`config.mk`:
```
export PLATFORM = sky130hd
export DESIGN_NAME = dma_chan_ctl
export DESIGN_NICKNAME = d
export VERILOG_FILES = /design/src/rtl/dcc_pkg.sv /design/src/rtl/dcc_regs.sv /design/src/rtl/dcc_count.sv /design/src/rtl/dcc_gate.sv /design/src/rtl/dma_chan_ctl.sv
export SDC_FILE = /design/constraint.sdc
export NUM_CORES = 1
export LEC_CHECK = 0
export CAP_MARGIN = 10
export CORE_UTILIZATION = 37
export DETAILED_ROUTE_END_ITERATION = 6
export DONT_BUFFER_PORTS = 1
export GPL_ROUTABILITY_DRIVEN = 0
export GPL_TIMING_DRIVEN = 1
export PLACE_DENSITY_LB_ADDON = 0.25
export RECOVER_POWER = 50
export SLEW_MARGIN = 40
export SYNTH_ARGS = -nofsm -noshare
export SYNTH_HDL_FRONTEND = slang
export SYNTH_SLANG_ARGS = --single-unit
```
`constraint.sdc`:
```
create_clock -name clk -period 2 [get_ports clk]
set_input_delay 0 -clock clk [delete_from_list [all_inputs] [get_ports clk]]
set_output_delay 0 -clock clk [all_outputs]
set_load 0.05 [all_outputs]
```
`src/rtl/dcc_pkg.sv`:
```
package dcc_pkg;
  localparam int unsigned REG_ADDR_W = 2;
  localparam logic [REG_ADDR_W-1:0] ADDR_CTRL  = 2'd0;
  localparam logic [REG_ADDR_W-1:0] ADDR_COUNT = 2'd1;

  localparam int unsigned CTRL_EN_BIT  = 0;
  localparam int unsigned CTRL_END_BIT = 1;
  localparam int unsigned CTRL_IE_BIT  = 2;

  typedef enum logic {
    REQ_AUTO = 1'b0,
    REQ_EXT  = 1'b1
  } req_mode_e;
endpackage

```
`src/rtl/dcc_regs.sv`:
```
module dcc_regs (
  input  logic clk,
  input  logic rst_n,
  input  logic ctrl_we,
  input  logic ctrl_re,
  input  logic wr_en_bit,
  input  logic wr_end_bit,
  input  logic wr_ie_bit,
  input  logic addr_err,
  input  logic unit_last,
  output logic chan_en,
  output logic end_flag,
  output logic int_en,
  output logic irq
);
  logic en_q, en_d;
  logic ie_q, ie_d;
  logic end_q, end_d;
  logic arm_q, arm_d;

  always_comb begin
    en_d = en_q;
    if (ctrl_we) en_d = wr_en_bit;
    if (addr_err) en_d = 1'b0;

    ie_d = ie_q;
    if (ctrl_we) ie_d = wr_ie_bit;

    arm_d = arm_q;
    if (ctrl_re && end_q) arm_d = 1'b1;
    if (ctrl_we || unit_last) arm_d = 1'b0;

    end_d = end_q;
    if (ctrl_we && !wr_end_bit && arm_q) end_d = 1'b0;
    if (unit_last) end_d = 1'b1;
  end

  always_ff @(posedge clk or negedge rst_n) begin
    if (!rst_n) begin
      en_q  <= 1'b0;
      ie_q  <= 1'b0;
      end_q <= 1'b0;
      arm_q <= 1'b0;
    end else begin
      en_q  <= en_d;
      ie_q  <= ie_d;
      end_q <= end_d;
      arm_q <= arm_d;
    end
  end

  assign chan_en  = en_q;
  assign end_flag = end_q;
  assign int_en   = ie_q;
  assign irq      = end_q & ie_q;

  // the flag rises only when the last unit completes
  a_r5_end_from_last: assert property (@(posedge clk) disable iff (!rst_n)
    $rose(end_q) |-> $past(unit_last));

  // an address error leaves the channel disabled
  a_r6_err_drops_en: assert property (@(posedge clk) disable iff (!rst_n)
    addr_err |=> !en_q);

  // a write with bit 1 set never clears the flag
  a_r8_one_no_clear: assert property (@(posedge clk) disable iff (!rst_n)
    (end_q && ctrl_we && wr_end_bit) |=> end_q);
endmodule

```
`src/rtl/dcc_count.sv`:
```
module dcc_count #(
  parameter int unsigned CNT_W = 16
) (
  input  logic             clk,
  input  logic             rst_n,
  input  logic             cnt_we,
  input  logic [CNT_W-1:0] cnt_wdata,
  input  logic             stb,
  output logic [CNT_W-1:0] cnt,
  output logic             cnt_nz,
  output logic             unit_last
);
  localparam logic [CNT_W-1:0] ONE = CNT_W'(1);

  logic [CNT_W-1:0] cnt_q, cnt_d;
  logic             cnt_ce;

  always_comb begin
    cnt_ce = cnt_we | stb;
    cnt_d  = cnt_q;
    if (cnt_we)   cnt_d = cnt_wdata;
    else if (stb) cnt_d = cnt_q - ONE;
  end

  always_ff @(posedge clk or negedge rst_n) begin
    if (!rst_n)      cnt_q <= '0;
    else if (cnt_ce) cnt_q <= cnt_d;
  end

  assign cnt       = cnt_q;
  assign cnt_nz    = |cnt_q;
  assign unit_last = stb & (cnt_q == ONE) & ~cnt_we;

  // no strobe reaches the counter at zero
  a_r5_no_stb_at_zero: assert property (@(posedge clk) disable iff (!rst_n)
    (cnt_q == '0) |-> !stb);

  // each plain strobe removes exactly one unit
  a_r3_step_down: assert property (@(posedge clk) disable iff (!rst_n)
    (stb && !cnt_we) |=> (cnt_q == $past(cnt_q) - ONE));

  // a register write wins over a decrement
  a_r10_write_wins: assert property (@(posedge clk) disable iff (!rst_n)
    cnt_we |=> (cnt_q == $past(cnt_wdata)));
endmodule

```
`src/rtl/dcc_gate.sv`:
```
module dcc_gate (
  input  logic clk,
  input  logic rst_n,
  input  logic chan_en,
  input  logic end_flag,
  input  logic glb_enable,
  input  logic glb_nmi,
  input  logic addr_err,
  input  logic req_mode,
  input  logic ext_req,
  input  logic cnt_nz,
  output logic stb
);
  import dcc_pkg::*;

  logic ext_q;
  logic active;
  logic rise;

  always_ff @(posedge clk or negedge rst_n) begin
    if (!rst_n) ext_q <= 1'b0;
    else        ext_q <= ext_req;
  end

  always_comb begin
    active = chan_en & ~end_flag & glb_enable & ~glb_nmi & ~addr_err;
    rise   = ext_req & ~ext_q;
    stb    = active & cnt_nz & ((req_mode == REQ_AUTO) | rise);
  end

  // strobes only while every gating condition is met
  a_r2_gated: assert property (@(posedge clk) disable iff (!rst_n)
    stb |-> (chan_en && !end_flag && glb_enable && !glb_nmi && !addr_err));

  // in request mode a strobe needs a fresh edge on the request line
  a_r4_edge_only: assert property (@(posedge clk) disable iff (!rst_n)
    (stb && req_mode == REQ_EXT) |-> (ext_req && !$past(ext_req)));

  // never two request-mode strobes back to back
  a_r4_one_per_edge: assert property (@(posedge clk) disable iff (!rst_n)
    (stb && req_mode == REQ_EXT) |=> !(stb && req_mode == REQ_EXT));
endmodule

```
`src/rtl/dma_chan_ctl.sv`:
```
module dma_chan_ctl #(
  parameter int unsigned DATA_W = 32,
  parameter int unsigned CNT_W  = 16
) (
  input  logic              clk,
  input  logic              rst_n,
  input  logic              reg_we,
  input  logic              reg_re,
  input  logic [1:0]        reg_addr,
  input  logic [DATA_W-1:0] reg_wdata,
  output logic [DATA_W-1:0] reg_rdata,
  input  logic              req_mode,
  input  logic              ext_req,
  input  logic              glb_enable,
  input  logic              glb_nmi,
  input  logic              addr_err,
  output logic              xfer_stb,
  output logic              irq,
  output logic              chan_en,
  output logic              end_flag
);
  import dcc_pkg::*;

  localparam int unsigned PAD_W = DATA_W - CNT_W;

  logic             ctrl_we, ctrl_re, cnt_we;
  logic             int_en;
  logic             unit_last, cnt_nz, stb;
  logic [CNT_W-1:0] cnt;

  assign ctrl_we = reg_we & (reg_addr == ADDR_CTRL);
  assign ctrl_re = reg_re & (reg_addr == ADDR_CTRL);
  assign cnt_we  = reg_we & (reg_addr == ADDR_COUNT);

  dcc_regs regs_i (
    .clk        (clk),
    .rst_n      (rst_n),
    .ctrl_we    (ctrl_we),
    .ctrl_re    (ctrl_re),
    .wr_en_bit  (reg_wdata[CTRL_EN_BIT]),
    .wr_end_bit (reg_wdata[CTRL_END_BIT]),
    .wr_ie_bit  (reg_wdata[CTRL_IE_BIT]),
    .addr_err   (addr_err),
    .unit_last  (unit_last),
    .chan_en    (chan_en),
    .end_flag   (end_flag),
    .int_en     (int_en),
    .irq        (irq)
  );

  dcc_count #(.CNT_W(CNT_W)) count_i (
    .clk       (clk),
    .rst_n     (rst_n),
    .cnt_we    (cnt_we),
    .cnt_wdata (reg_wdata[CNT_W-1:0]),
    .stb       (stb),
    .cnt       (cnt),
    .cnt_nz    (cnt_nz),
    .unit_last (unit_last)
  );

  dcc_gate gate_i (
    .clk        (clk),
    .rst_n      (rst_n),
    .chan_en    (chan_en),
    .end_flag   (end_flag),
    .glb_enable (glb_enable),
    .glb_nmi    (glb_nmi),
    .addr_err   (addr_err),
    .req_mode   (req_mode),
    .ext_req    (ext_req),
    .cnt_nz     (cnt_nz),
    .stb        (stb)
  );

  assign xfer_stb = stb;

  always_comb begin
    reg_rdata = '0;
    case (reg_addr)
      ADDR_CTRL: begin
        reg_rdata[CTRL_EN_BIT]  = chan_en;
        reg_rdata[CTRL_END_BIT] = end_flag;
        reg_rdata[CTRL_IE_BIT]  = int_en;
      end
      ADDR_COUNT: reg_rdata = {{PAD_W{1'b0}}, cnt};
      default:    reg_rdata = '0;
    endcase
  end

  // a set completion flag blocks the channel
  a_r9_flag_blocks: assert property (@(posedge clk) disable iff (!rst_n)
    end_flag |-> !xfer_stb);

  // the interrupt never appears without the completion flag
  a_r7_irq_needs_flag: assert property (@(posedge clk) disable iff (!rst_n)
    irq |-> end_flag);
endmodule

```
# Word-level counts from Yosys, hierarchy flattened
# Index checks and enable logic that the tools add are counted.
word_totals:
  regBits: 21
  inputBits: 43
  output_inout_bits: 36
  wordCells: 52
op_classes:
  add_sub_neg: 1
  eq_ne: 2
  mux: 10
  bitwise_logic: 21
  reduce_logical: 12
op_table:
  columns: ["op", "count"]
  rows:
  - ["$mux 16", 2]
  - ["$eq 16x1->1 const B", 1]
  - ["$reduce_or 16->1", 1]
  - ["$sub 16x1->16 const B", 1]
  - ["$and 1x1->1", 13]
  - ["$mux 13", 1]
  - ["$reduce_bool 2->1", 4]
  - ["$mux 1", 6]
  - ["$not 1->1", 6]
  - ["$pmux 3 s2", 1]
  - ["$logic_and 1x1->1", 3]
  - ["$eq 2x1->1 const B", 1]
  - ["$logic_not 2->1", 1]
  - ["$or 1x1->1", 2]
  - ["$reduce_and 2->1", 1]
  - ["$logic_not 1->1", 1]
  - ["$logic_or 1x1->1", 1]

# Logic depth before layout (Yosys ltp)
# Gate-level depths: netlist (run 1).
depth:
  depth_word: 11
  mapped_depth: 8
  ltp_nobuf: 7

# By module
# From an unflattened synthesis (run 1), not the netlist that was laid out.
hier_totals:
  hier_cells: 160
  area_unflattened_um2: 1478.9
modules_own_cells:
  columns: ["mod", "n_inst", "cells_per_inst", "area_per_inst_um2", "seq_area_each_um2"]
  rows:
  - ["dcc_count", 1, 101, 949.7, 400.4]
  - ["dma_chan_ctl", 1, 42, 319.1, 0.0]
  - ["dcc_regs", 1, 13, 155.1, 100.1]
  - ["dcc_gate", 1, 4, 55.1, 25.0]

# Least setup slack after synthesis (run 1)
# OpenSTA, ideal clock, no wires.
synth_timing:
  path_kind: "register to register"
  start: "reg regs_i.en_q, in the netlist regs_i.chan_en"
  end: "reg count_i.cnt_q[7], in the netlist count_i.cnt[7]"
  setup_ns: 0.082
  arrival_ns: 2.057
  t_required_ns: 1.918
  setup_slack_ns: -0.139
  path_stages_with_launch: 6
  n_path_buf: 0
  period_less_slack_ns: 2.139
  path_cell_list: "dfrtp_1 nand4bb_4 a211oi_4 nand4_4 or4b_1 a31oi_1"
synth_between:
  elab_chain_len: 8
  elab_cells_between_ends: 9
  cone_classes: "bitwise: 7; reduce/logical: 2"
synth_rtl:
  columns: ["item", "line_no", "text"]
  rows:
  - ["from (decl)", "dcc_regs.sv:16", "logic en_q, en_d;"]
  - ["from (signal assigned)", "dcc_regs.sv:45", "en_q <= en_d;"]
  - ["$and 1x1->1 (*) (4 in series)", "dcc_gate.sv:26", "active = chan_en & ~end_flag & glb_enable & ~glb_nmi & ~addr_err;"]
  - ["$and 1x1->1 (*) (2 in series)", "dcc_gate.sv:28", "stb = active & cnt_nz & ((req_mode == REQ_AUTO) | rise);"]
  - ["$reduce_bool 2->1 (no line) / $or 1x1->1 (equally long branches)", null, null]
  - ["$reduce_and 2->1 (no line) (*)", null, null]
  - ["to (signal assigned)", "dcc_count.sv:27", "else if (cnt_ce) cnt_q <= cnt_d;"]
  - ["to (decl)", "dcc_count.sv:15", "logic [CNT_W-1:0] cnt_q, cnt_d;"]
# Mark *: on every way between the ends. The rest lies on a longest branch, timed or not.
# A chain may end at the register's enable or synchronous reset.

# Final worst setup path (run 1)
layout_timing:
  start: "reg count_i.cnt_q[0], in the netlist count_i.cnt[0]"
  end: "reg count_i.cnt_q[7], in the netlist count_i.cnt[7]"
layout_between:
  elab_chain_len: 5
  elab_cells_between_ends: 9
  cone_classes: "add/sub: 1; mux: 2; bitwise: 3; reduce/logical: 3"
layout_rtl:
  columns: ["item"]
  rows:
  - ["branches (longest 5 deep; another with $sub 16x1->16)"]
# Several ways; the timed one is not identified. The select of a mux whose other input is x is not followed.

==> results of run 1 <==
-- worst max-delay path: cells and delay by family, from the launching register on --
| kind | cells | cell delay, ps |
|---|---|---|
| AND/OR/NAND/NOR | 4 | 950 |
| flip-flops | 1 | 360 |
| adder cells (fa/ha/maj) | 1 | 210 |
| buffers and inverters | 2 | 170 |
| AO/OA/AOI/OAI | 1 | 150 |
-- metrics by stage --
stage | utilization | std cells | worst slack [ps] | area, sq um
after floorplan | - | 197 | 6.03 | 1630
after global placement | 0.428 | 249 | -79.2 | 1740
after global routing | 0.511 | 276 | -2.30 | 2070
after detailed placement | 0.428 | 249 | -107 | 1740
after CTS | 0.499 | 275 | 7.51 | 2020
final | 0.511 | 276 | 87.2 | 2070
-- layout make-up --
cell class	instances	area [sq um]	area share
multi-input cells	148	998	0.482
flip-flops and latches	21	527	0.254
inverters	3	15.0	0.00725
clock buffers	4	45.0	0.0217
well taps	50	62.6	0.0302
repair buffers	50	424	0.205
-- sequential cells by signal (all words and copies together) (netlist names) --
register and flops:
regs_i.int_en 1, regs_i.end_flag 1, count_i.cnt 16, gate_i.ext_q 1, regs_i.arm_q 1, regs_i.chan_en 1
-- cells by family after synthesis --
| logic type | Yosys count | synth area share |
|---|---|---|
| other | 1 | 0.00238 |
| flip-flops | 21 | 0.333 |
| AO/OA/AOI/OAI | 28 | 0.126 |
| adder cells (fa/ha/maj) | 3 | 0.0238 |
| buffers and inverters | 28 | 0.110 |
| multiplexers | 7 | 0.0452 |
| AND/OR/NAND/NOR | 88 | 0.326 |
| XOR/XNOR | 6 | 0.0333 |
-- power by group --
| part | switching, uW | internal (uW) | total, uW | leakage, uW |
|---|---|---|---|---|
| Clock | 141 | 142 | 283 | 0.0000228 |
| Combinational | 317 | 194 | 510 | 0.000572 |
| Sequential | 68.9 | 480 | 549 | 0.000248 |
-- timing repair --
item	CTS	global route
hold buffers	21	1
endpoints found under the setup margin	13	14
endpoints found under the hold margin	42	21
gates resized for setup	5	11
buffers inserted	1	0
pin swaps	1	6
-- layer usage --
| layer | global-route usage | wire (um) |
|---|---|---|
| met2 | 0.306 | 1950 |
| met1 | 0.252 | 1720 |
| met5 | 0 | 0 |
| met3 | 0.0236 | 279 |
| met4 | 0.0559 | 63 |
-- worst paths after layout --
kind	from	endpoint	slack [ps]	cells past startpoint
max	count_i.cnt[0]$_DFFE_PN0P_	count_i.cnt[7]$_DFFE_PN0P_	90	8
min	reg_we	regs_i.int_en$_DFFE_PN0P_	10	2
max reg2reg	count_i.cnt[0]$_DFFE_PN0P_	count_i.cnt[7]$_DFFE_PN0P_	90	8
min reg2reg	regs_i.int_en$_DFFE_PN0P_	regs_i.int_en$_DFFE_PN0P_	540	1
max in group asynchronous	rst_n	regs_i.chan_en$_DFFE_PN0P_	780	2
min in group asynchronous	rst_n	count_i.cnt[5]$_DFFE_PN0P_	460	2
-- placed cells by master, fill, tap and decap left out, types with 3 or more instances in the layout --
| master | Yosys | final |
|---|---|---|
| nand2_1 | 20 | 19 |
| and2_1 | 17 | 14 |
| nor4_1 | 6 | 4 |
| o21ai_0 | 10 | 9 |
| buf_4 | 16 | 24 |
| clkbuf_8 | 0 | 3 |
| nor3_1 | 5 | 5 |
| xor2_1 | 5 | 5 |
| nand3_1 | 10 | 10 |
| and2_0 | 0 | 4 |
| dlygate4sd3_1 | 0 | 21 |
| conb_1 | 1 | 16 |
| or3_1 | 3 | 3 |
| dfrtp_1 | 21 | 20 |
| clkbuf_1 | 8 | 4 |
| nor2_1 | 13 | 13 |
| a31oi_1 | 5 | 5 |
| mux2i_1 | 6 | 6 |
==> flow_metrics.tcl, run 1 <==
set metrics [dict create \
    portion_of_the_post_synthesis_area_used_by_sequential_elements 0.333 \
    cp.arrival_ps 2100 \
    worst_path_largest_cell_delay_ps 540 \
    crit_chain "inv_2 -> buf_4 -> ha_1 -> nor4b_4 -> nand4_4 -> nand4_4 -> or4b_1 -> a31oi_1" \
    grt.overflow.total 0 \
    max_slew.worst_pin.slew_ps 1120 \
    post_drt_wl_per_cell_um 14.5 \
    route.detailed.vias_per_inst 5.34 \
    synth_cells 182 \
    yosysMostFrequentCell "dfrtp_1" \
    worst_clock_skew_ps 4.13 \
    fin_hold_ws_ps 10.6 \
    total_leakage_power_uw 0.000843 \
    synthesized_cell_area_sq_um 1580 \
    hpwl_mm 3.09 \
    layout_min_cycle_time_ps 1910 \
    timing.final.crit_share 0.956 \
    antenna_cells 0 \
    worst_setup_hold_path_clk_slew_ps 80 \
    yosys_register_bits 21 \
    start_util 0.389 \
    startpoint_type "flop" \
    worstSetupPathType "reg -> reg" \
    syn_avg_cell_area_sq_um 8.66 \
    synth.top_cells.by_count "21 x dfrtp_1, 20 x nand2_1, 17 x and2_1" \
    antenna_left 0 \
    status "completed" \
    fp.dieW_um 67.3 \
    cts-root-buf "clkbuf_8" \
    relSlewSlack 0.253 \
    vdd_drop_max_mv 0.232 \
    core_region_area_sq_um 4060 \
    clock_insertion_delay_at_the_later_pin_of_the_skew_report_ps 260 \
    hold_viol 0 \
    maxSlewViolCount 0 \
    synthToLayoutAreaGrowth_pct 31.4 \
    setup_viol 0 \
    cts_tree "yes" \
    max-cap-violations 0 \
    yosys-top-cells-area "dfrtp_1 33%, buf_4 7.6%, and2_1 6.7%" \
    fin_nets 273 \
    cts-root-to-sink-buffers 2 \
    min_path_type "in -> reg" \
    postRouteWirelength_mm 4.01 \
    post-synth-top-area-cell "dfrtp_1" \
    synth_cell_types 44 \
    numClockSinks 21 \
    synth_async_sr_flop_share 1.00 \
    antenna_found_initial 0 \
    track_usage 0.186 \
    placementRows 23 \
    firstDrtPassIters 7 \
    setup_tns_ps 0 \
    timing.critical_path.mode_cell "nand4_4" \
    finalPower_uw 1340 \
    port-buffer-count 0 \
    first_pass_grt_wire_length_mm 6.34 \
    required_time_at_the_worst_slack_endpoint_ps 2190 \
    pin_count 79 \
    fillerInstances 382 \
    drcViolationCount 0 \
    critical_path_maximum_fanout 4 \
    post_route_cells_drive_above_1_share 0.208 \
    synth_enable_flop_cells 0 \
    vias 1475 \
    first_global_vias 1315 \
    synthFlopType "dfrtp_1" \
    power.density_nw_per_um2 648 \
    die_h_um 67.3 \
    cts_max_level 1 \
    fp.dieArea_sq_um 4530 \
    cp_slowest_cell "or4b_1" \
    crit_path_end_kind "flop" \
    maximum_number_of_pins_on_one_net_before_global_route_repair 22 \
    tritoncts.num_buffers 3 \
    fmax_mhz 523 \
    synth_warnings 0 \
    post-synth-top-area-fraction 0.333 \
    drtIter0Drc 120 \
]
(Power assumes the default switching activity.)
==> run 2, diff against run 1 <==
--- a/config.mk
+++ b/config.mk
@@ -5,6 +5,7 @@
 export SDC_FILE = /design/constraint.sdc
 export NUM_CORES = 1
 export LEC_CHECK = 0
+export ABC_AREA = 1
 export CAP_MARGIN = 10
 export CORE_UTILIZATION = 37
 export DETAILED_ROUTE_END_ITERATION = 6
==> run 2 against run 1 <==
Compared with the run above: synthesized cell count rose by 51%; clock skew is 3.3 ps lower; register-to-register slack improved by 200 ps; combinational power rose by 110%; critical endpoint is now count_i.cnt[12]$_DFFE_PN0P_; largest cell class unchanged.
==> flow_metrics.tcl, run 2 <==
set metrics [dict create \
    timing.critical_path.from "count_i.cnt[0]$_DFFE_PN0P_" \
    post_cts_buffers 0 \
    vdd_drop_max_mv 0.279 \
    post_drt_wl_per_cell_um 11.8 \
    reg2reg_slack_ps 290 \
    fin_nets 361 \
    cp.arrival_ps 1910 \
    setup_viol 0 \
    startpoint_type "flop" \
    yosysMostFrequentCell "nand2_1" \
    postLayoutCoreUtil 0.473 \
    core_region_area_sq_um 4500 \
    cts_max_level 1 \
    clock_insertion_delay_at_the_later_pin_of_the_skew_report_ps 260 \
    post_detailed_placement_cell_area_sq_um 1900 \
    fillerInstances 486 \
    grt.overflow.total 0 \
    timing.rr.start "count_i.cnt[0]$_DFFE_PN0P_" \
    fmax_mhz 585 \
    place_ws_ps 310 \
    first_global_vias 1631 \
    required_time_at_the_worst_slack_endpoint_ps 2200 \
    cts_tree "yes" \
    worstSetupPathType "reg -> reg" \
    worst-path-buf-inv 1 \
    port-buffer-count 0 \
    drcViolationCount 0 \
    synth.top_cells.by_count "76 x nand2_1, 45 x nor2_1, 34 x inv_1" \
    cts-root-buf "clkbuf_8" \
    synth_cell_types 24 \
    final.setup.worst_slack_ps 289 \
    status "completed" \
    number_of_flip_flops_under_the_largest_register_name 16 \
    fp.dieArea_sq_um 5110 \
    crit_chain "inv_1 -> ha_1 -> nand2_1 -> nor2_1 -> nand2_1 -> nor3b_1 -> nand2_2 -> nand3_1" \
    post-synth-top-area-cell "dfrtp_1" \
    met3RoutedLength_um 175 \
    crit_path_end_kind "flop" \
    synth_enable_flop_cells 0 \
    antenna_cells 0 \
    numClockSinks 21 \
    pin_count 79 \
    layout_min_cycle_time_ps 1710 \
    portion_of_the_post_synthesis_area_used_by_sequential_elements 0.294 \
    design_area_sq_um 2130 \
    drtIter0Drc 88 \
    worst_setup_hold_path_clk_slew_ps 80 \
    worst_path_largest_cell_delay_ps 420 \
    rsz_0062_raised_after_global_routing "no" \
    detail_route.wirelength.met1_mm 2.10 \
    max-cap-violations 0 \
    post_route_cells_drive_above_1_share 0.131 \
    syn_avg_cell_area_sq_um 6.50 \
    worst_hold_startpoint "reg_wdata[4]" \
    maximum_number_of_pins_on_one_net_before_global_route_repair 24 \
    yosys_register_bits 21 \
    placementRows 24 \
    timing.critical_path.mode_cell "nand2_1" \
    synth_async_sr_flop_share 1.00 \
    synthFlopType "dfrtp_1" \
    antenna_left 0 \
    power.density_nw_per_um2 953 \
    route.detailed.vias_per_inst 4.78 \
    register_area_sq_um 526 \
    tritoncts.num_buffers 3 \
    relSlewSlack 0.188 \
    track_usage 0.181 \
    setup_tns_ps 0 \
    hpwl_mm 3.09 \
    synth_cells 275 \
    wl_met2_mm 2.02 \
    die_h_um 71.5 \
    firstDrtPassIters 4 \
    cts-root-to-sink-buffers 2 \
    fin_hold_ws_ps 10.8 \
    min_path_type "in -> reg" \
    layout_common_cells "76 x nand2_1, 45 x nor2_1, 34 x inv_1, 24 x nand3_1" \
    cp_slowest_cell "dfrtp_1" \
    worst_path_dominant_cell_family "simple AND/OR/NAND/NOR gates" \
    leading_cell_type_in_the_layout_fill_and_taps_excluded "nand2_1" \
    worst_clock_skew_ps 0.831 \
    synth_warnings 0 \
    synthesized_cell_area_sq_um 1790 \
    total_leakage_power_uw 0.00111 \
    post-synth-top-area-fraction 0.294 \
    first_pass_grt_wire_length_mm 7.40 \
    maxSlewViolCount 0 \
    vias 1750 \
    timing.final.crit_share 0.855 \
    postRouteWirelength_mm 4.32 \
    antenna_found_initial 0 \
    yosys-top-cells-area "dfrtp_1 29%, nand2_1 16%, nor2_1 9.5%" \
    highest-signal-layer "met4" \
    synthToLayoutAreaGrowth_pct 19.1 \
    multi_input_comb_area_sq_um 1030 \
    max_slew.worst_pin.slew_ps 1220 \
    start_util 0.397 \
    critical_path_maximum_fanout 5 \
    hold_viol 0 \
    fp.dieW_um 71.5 \
]
run 2: logic make-up after synthesis:
group,count (synthesis),synth area share
simple gates,167,0.426
buf+inv,56,0.160
compound gates,25,0.0861
flops,21,0.294
fa+ha+maj,3,0.0210
xor+xnor,2,0.00981
other cells,1,0.00210
run 2: power by group:
group | switching (uW) | internal, uW | total, uW
registers | 135 | 532 | 667
clock network | 148 | 142 | 290
logic | 724 | 347 | 1070
run 2: routing by layer:
metal | vias up | track usage
li1 | 890 | -
met1 | 806 | 0.244
met2 | 52 | 0.307
met3 | 2 | 0.0211
met4 | 0 | 0.0523
met5 | - | 0
run 2: through the flow:
stage          std cells  power, uW
6_report             366       2030
2_1_floorplan        290       1530
4_1_cts              365       2050
3_3_place_gp         340       1700
3_5_place_dp         340       1710
5_1_grt              366       2220
run 2: tightest hold or removal path: stages:
cell and delay [ps]:
nor2_1 80, a21oi_1 50, nand2_2 60, o21ai_2 40
run 2: repair_timing:
action / 4_1_cts / 5_1_grt
hold buffers: 21 / 1
resized for setup: 0 / 0
endpoints found under the hold margin: 39 / 21
endpoints found under the setup margin: 0 / 0
run 2: area by class of cell:
cell class | instances | area share
Clock buffer | 4 | 0.0212
Timing Repair Buffer | 42 | 0.157
Multi-Input combinational cell | 213 | 0.484
Sequential cell | 21 | 0.247
Tap cell | 52 | 0.0306
Inverter | 34 | 0.0600
run 2: path summary, 6_finish.rpt:
kind                                               end  cells after the start
min                         count_i.cnt[4]$_DFFE_PN0P_                      4
max in group asynchronous   count_i.cnt[8]$_DFFE_PN0P_                      2
min reg2reg                regs_i.end_flag$_DFFE_PN0P_                      3
max                        count_i.cnt[12]$_DFFE_PN0P_                      8
max reg2reg                count_i.cnt[12]$_DFFE_PN0P_                      8
min in group asynchronous   count_i.cnt[3]$_DFFE_PN0P_                      2
==> run 3, diff against run 2 <==
--- a/config.mk
+++ b/config.mk
@@ -7,7 +7,7 @@
 export LEC_CHECK = 0
 export ABC_AREA = 1
 export CAP_MARGIN = 10
-export CORE_UTILIZATION = 37
+export CORE_UTILIZATION = 57
 export DETAILED_ROUTE_END_ITERATION = 6
 export DONT_BUFFER_PORTS = 1
 export GPL_ROUTABILITY_DRIVEN = 0
==> run 3 against run 2 <==
Compared with the run above: the flow now finishes with violations (DRC); sequential cell count unchanged; core utilization increased by 26 points; clock skew is 1.0 ps higher; sequential share of layout area up 0.43 points; total power is 3.1% lower; sequential power about the same; critical endpoint is now regs_i.chan_en$_DFFE_PN0P_; largest power group unchanged.
==> flow_metrics.tcl, run 3 (synthesis results as in run 2) <==
set metrics [dict create \
    worstSetupPathType "in -> reg" \
    port-buffer-count 0 \
    cts_max_level 1 \
    fmax_mhz 540 \
    grt.overflow.total 0 \
    first_global_vias 1679 \
    layout_common_cells "76 x nand2_1, 45 x nor2_1, 34 x inv_1, 24 x nand3_1, 23 x dlygate4sd3_1" \
    antenna_cells 0 \
    required_time_at_the_worst_slack_endpoint_ps 2200 \
    drcViolationCount 5 \
    start_util 0.626 \
    startpoint_type "input port" \
    synthToLayoutAreaGrowth_pct 17.1 \
    cts_tree "yes" \
    post_route_cells_drive_above_1_share 0.124 \
    setup_viol 0 \
    hold_viol 0 \
    route.detailed.vias_per_inst 5.14 \
    maximum_number_of_pins_on_one_net_before_global_route_repair 24 \
    placementRows 19 \
    number_of_flip_flops_under_the_largest_register_name 16 \
    max-cap-violations 0 \
    timing.final.crit_share 0.925 \
    post_cts_buffers 0 \
    fin_hold_ws_ps 41.3 \
    rsz_0062_raised_after_global_routing "no" \
    core_region_area_sq_um 2850 \
    status "complete, but fails checks" \
    vdd_drop_max_mv 0.482 \
    drtIter0Drc 66 \
    maxSlewViolCount 0 \
    firstDrtPassIters 7 \
    post_drt_wl_per_cell_um 12.6 \
    worst_setup_hold_path_clk_slew_ps 130 \
    fp.dieW_um 58.0 \
    clock_insertion_delay_at_the_later_pin_of_the_skew_report_ps 310 \
    antenna_found_initial 0 \
    cts-root-to-sink-buffers 2 \
    total_leakage_power_uw 0.00110 \
    cp.arrival_ps 2050 \
    pin_count 79 \
    numClockSinks 21 \
    leading_cell_type_in_the_layout_fill_and_taps_excluded "nand2_1" \
    crit_path_end_kind "flop" \
    layout_min_cycle_time_ps 1850 \
    setup_tns_ps 0 \
    antenna_left 0 \
    postRouteWirelength_mm 4.35 \
    vias 1780 \
    tritoncts.num_buffers 3 \
    fin_nets 362 \
    min_path_type "in -> reg" \
    power.density_nw_per_um2 939 \
    number_of_cells_upsized_or_downsized_after_cts 0 \
    relSlewSlack 0.215 \
    worst_clock_skew_ps 1.87 \
    hpwl_mm 2.84 \
    track_usage 0.274 \
    cts-root-buf "clkbuf_4" \
    violated_checks "DRC" \
    fillerInstances 250 \
    first_pass_grt_wire_length_mm 7.07 \
    max_slew.worst_pin.slew_ps 1180 \
    critical_path_maximum_fanout 6 \
    postCtsHoldBufs 23 \
    fp.dieArea_sq_um 3360 \
    die_h_um 58.0 \
]
[run 3: cell count changes in the layout (fill, tap and decap cells not counted), sizes merged]
| cell | previous run | this run |
|---|---|---|
| clkbuf | 13 | 14 |
| buf | 12 | 10 |
| dlygate4sd3 | 21 | 23 |
[run 3: per-stage QoR]
step                      cells  setup WS (ps)   util  area [sq um]  power, uW
after floorplan             290            349      -          1840       1530
after global placement      318            321  0.654          1870       1680
after detailed placement    318            260  0.654          1870       1700
after CTS                   345            226  0.744          2120       1960
after global routing        346           46.1  0.733          2090       2120
final                       346            150  0.733          2090       1970
[run 3: area by class of cell]
class	count	area, sq um	share of cell area
Multi-Input combinational cell	213	1030	0.493
Sequential cell	21	526	0.251
Timing Repair Buffer	43	343	0.164
Inverter	34	128	0.0610
Tap cell	31	38.8	0.0185
Clock buffer	4	26.3	0.0126
[run 3: worst paths after layout]
| check | start | to | slack (ps) | cells after the start |
|---|---|---|---|---|
| min reg2reg | regs_i.arm_q$_DFFE_PN0P_ | regs_i.end_flag$_DFFE_PN0P_ | 540 | 3 |
| max reg2reg | count_i.cnt[0]$_DFFE_PN0P_ | count_i.cnt[12]$_DFFE_PN0P_ | 220 | 8 |
| max in group asynchronous | rst_n | count_i.cnt[9]$_DFFE_PN0P_ | 870 | 2 |
| min | reg_re | regs_i.arm_q$_DFFE_PN0P_ | 40 | 4 |
| min in group asynchronous | rst_n | regs_i.int_en$_DFFE_PN0P_ | 440 | 2 |
| max | reg_we | regs_i.chan_en$_DFFE_PN0P_ | 150 | 6 |
[run 3: per-layer routing]
layer / vias up / global-route usage / share of wire / wire (um)
met4: 0 / 0.0714 / 0.013 / 58
met2: 59 / 0.512 / 0.51 / 2200
met5: - / 0 / 0 / 0
li1: 893 / - / - / -
met1: 822 / 0.322 / 0.43 / 1880
met3: 6 / 0.0469 / 0.047 / 206
[run 3: critical path: stages]
cell and delay, ps:
dlygate4sd3_1 530, nand2_1 130, o21ai_0 210, dlygate4sd3_1 570
a21oi_1 40, dlygate4sd3_1 570
[run 3: where the power goes]
part	leakage, uW	switching (uW)	internal [uW]
clock	0.0000150	143	77.8
sequential	0.000270	136	531
combinational	0.000816	728	349
total	0.00110	1010	958
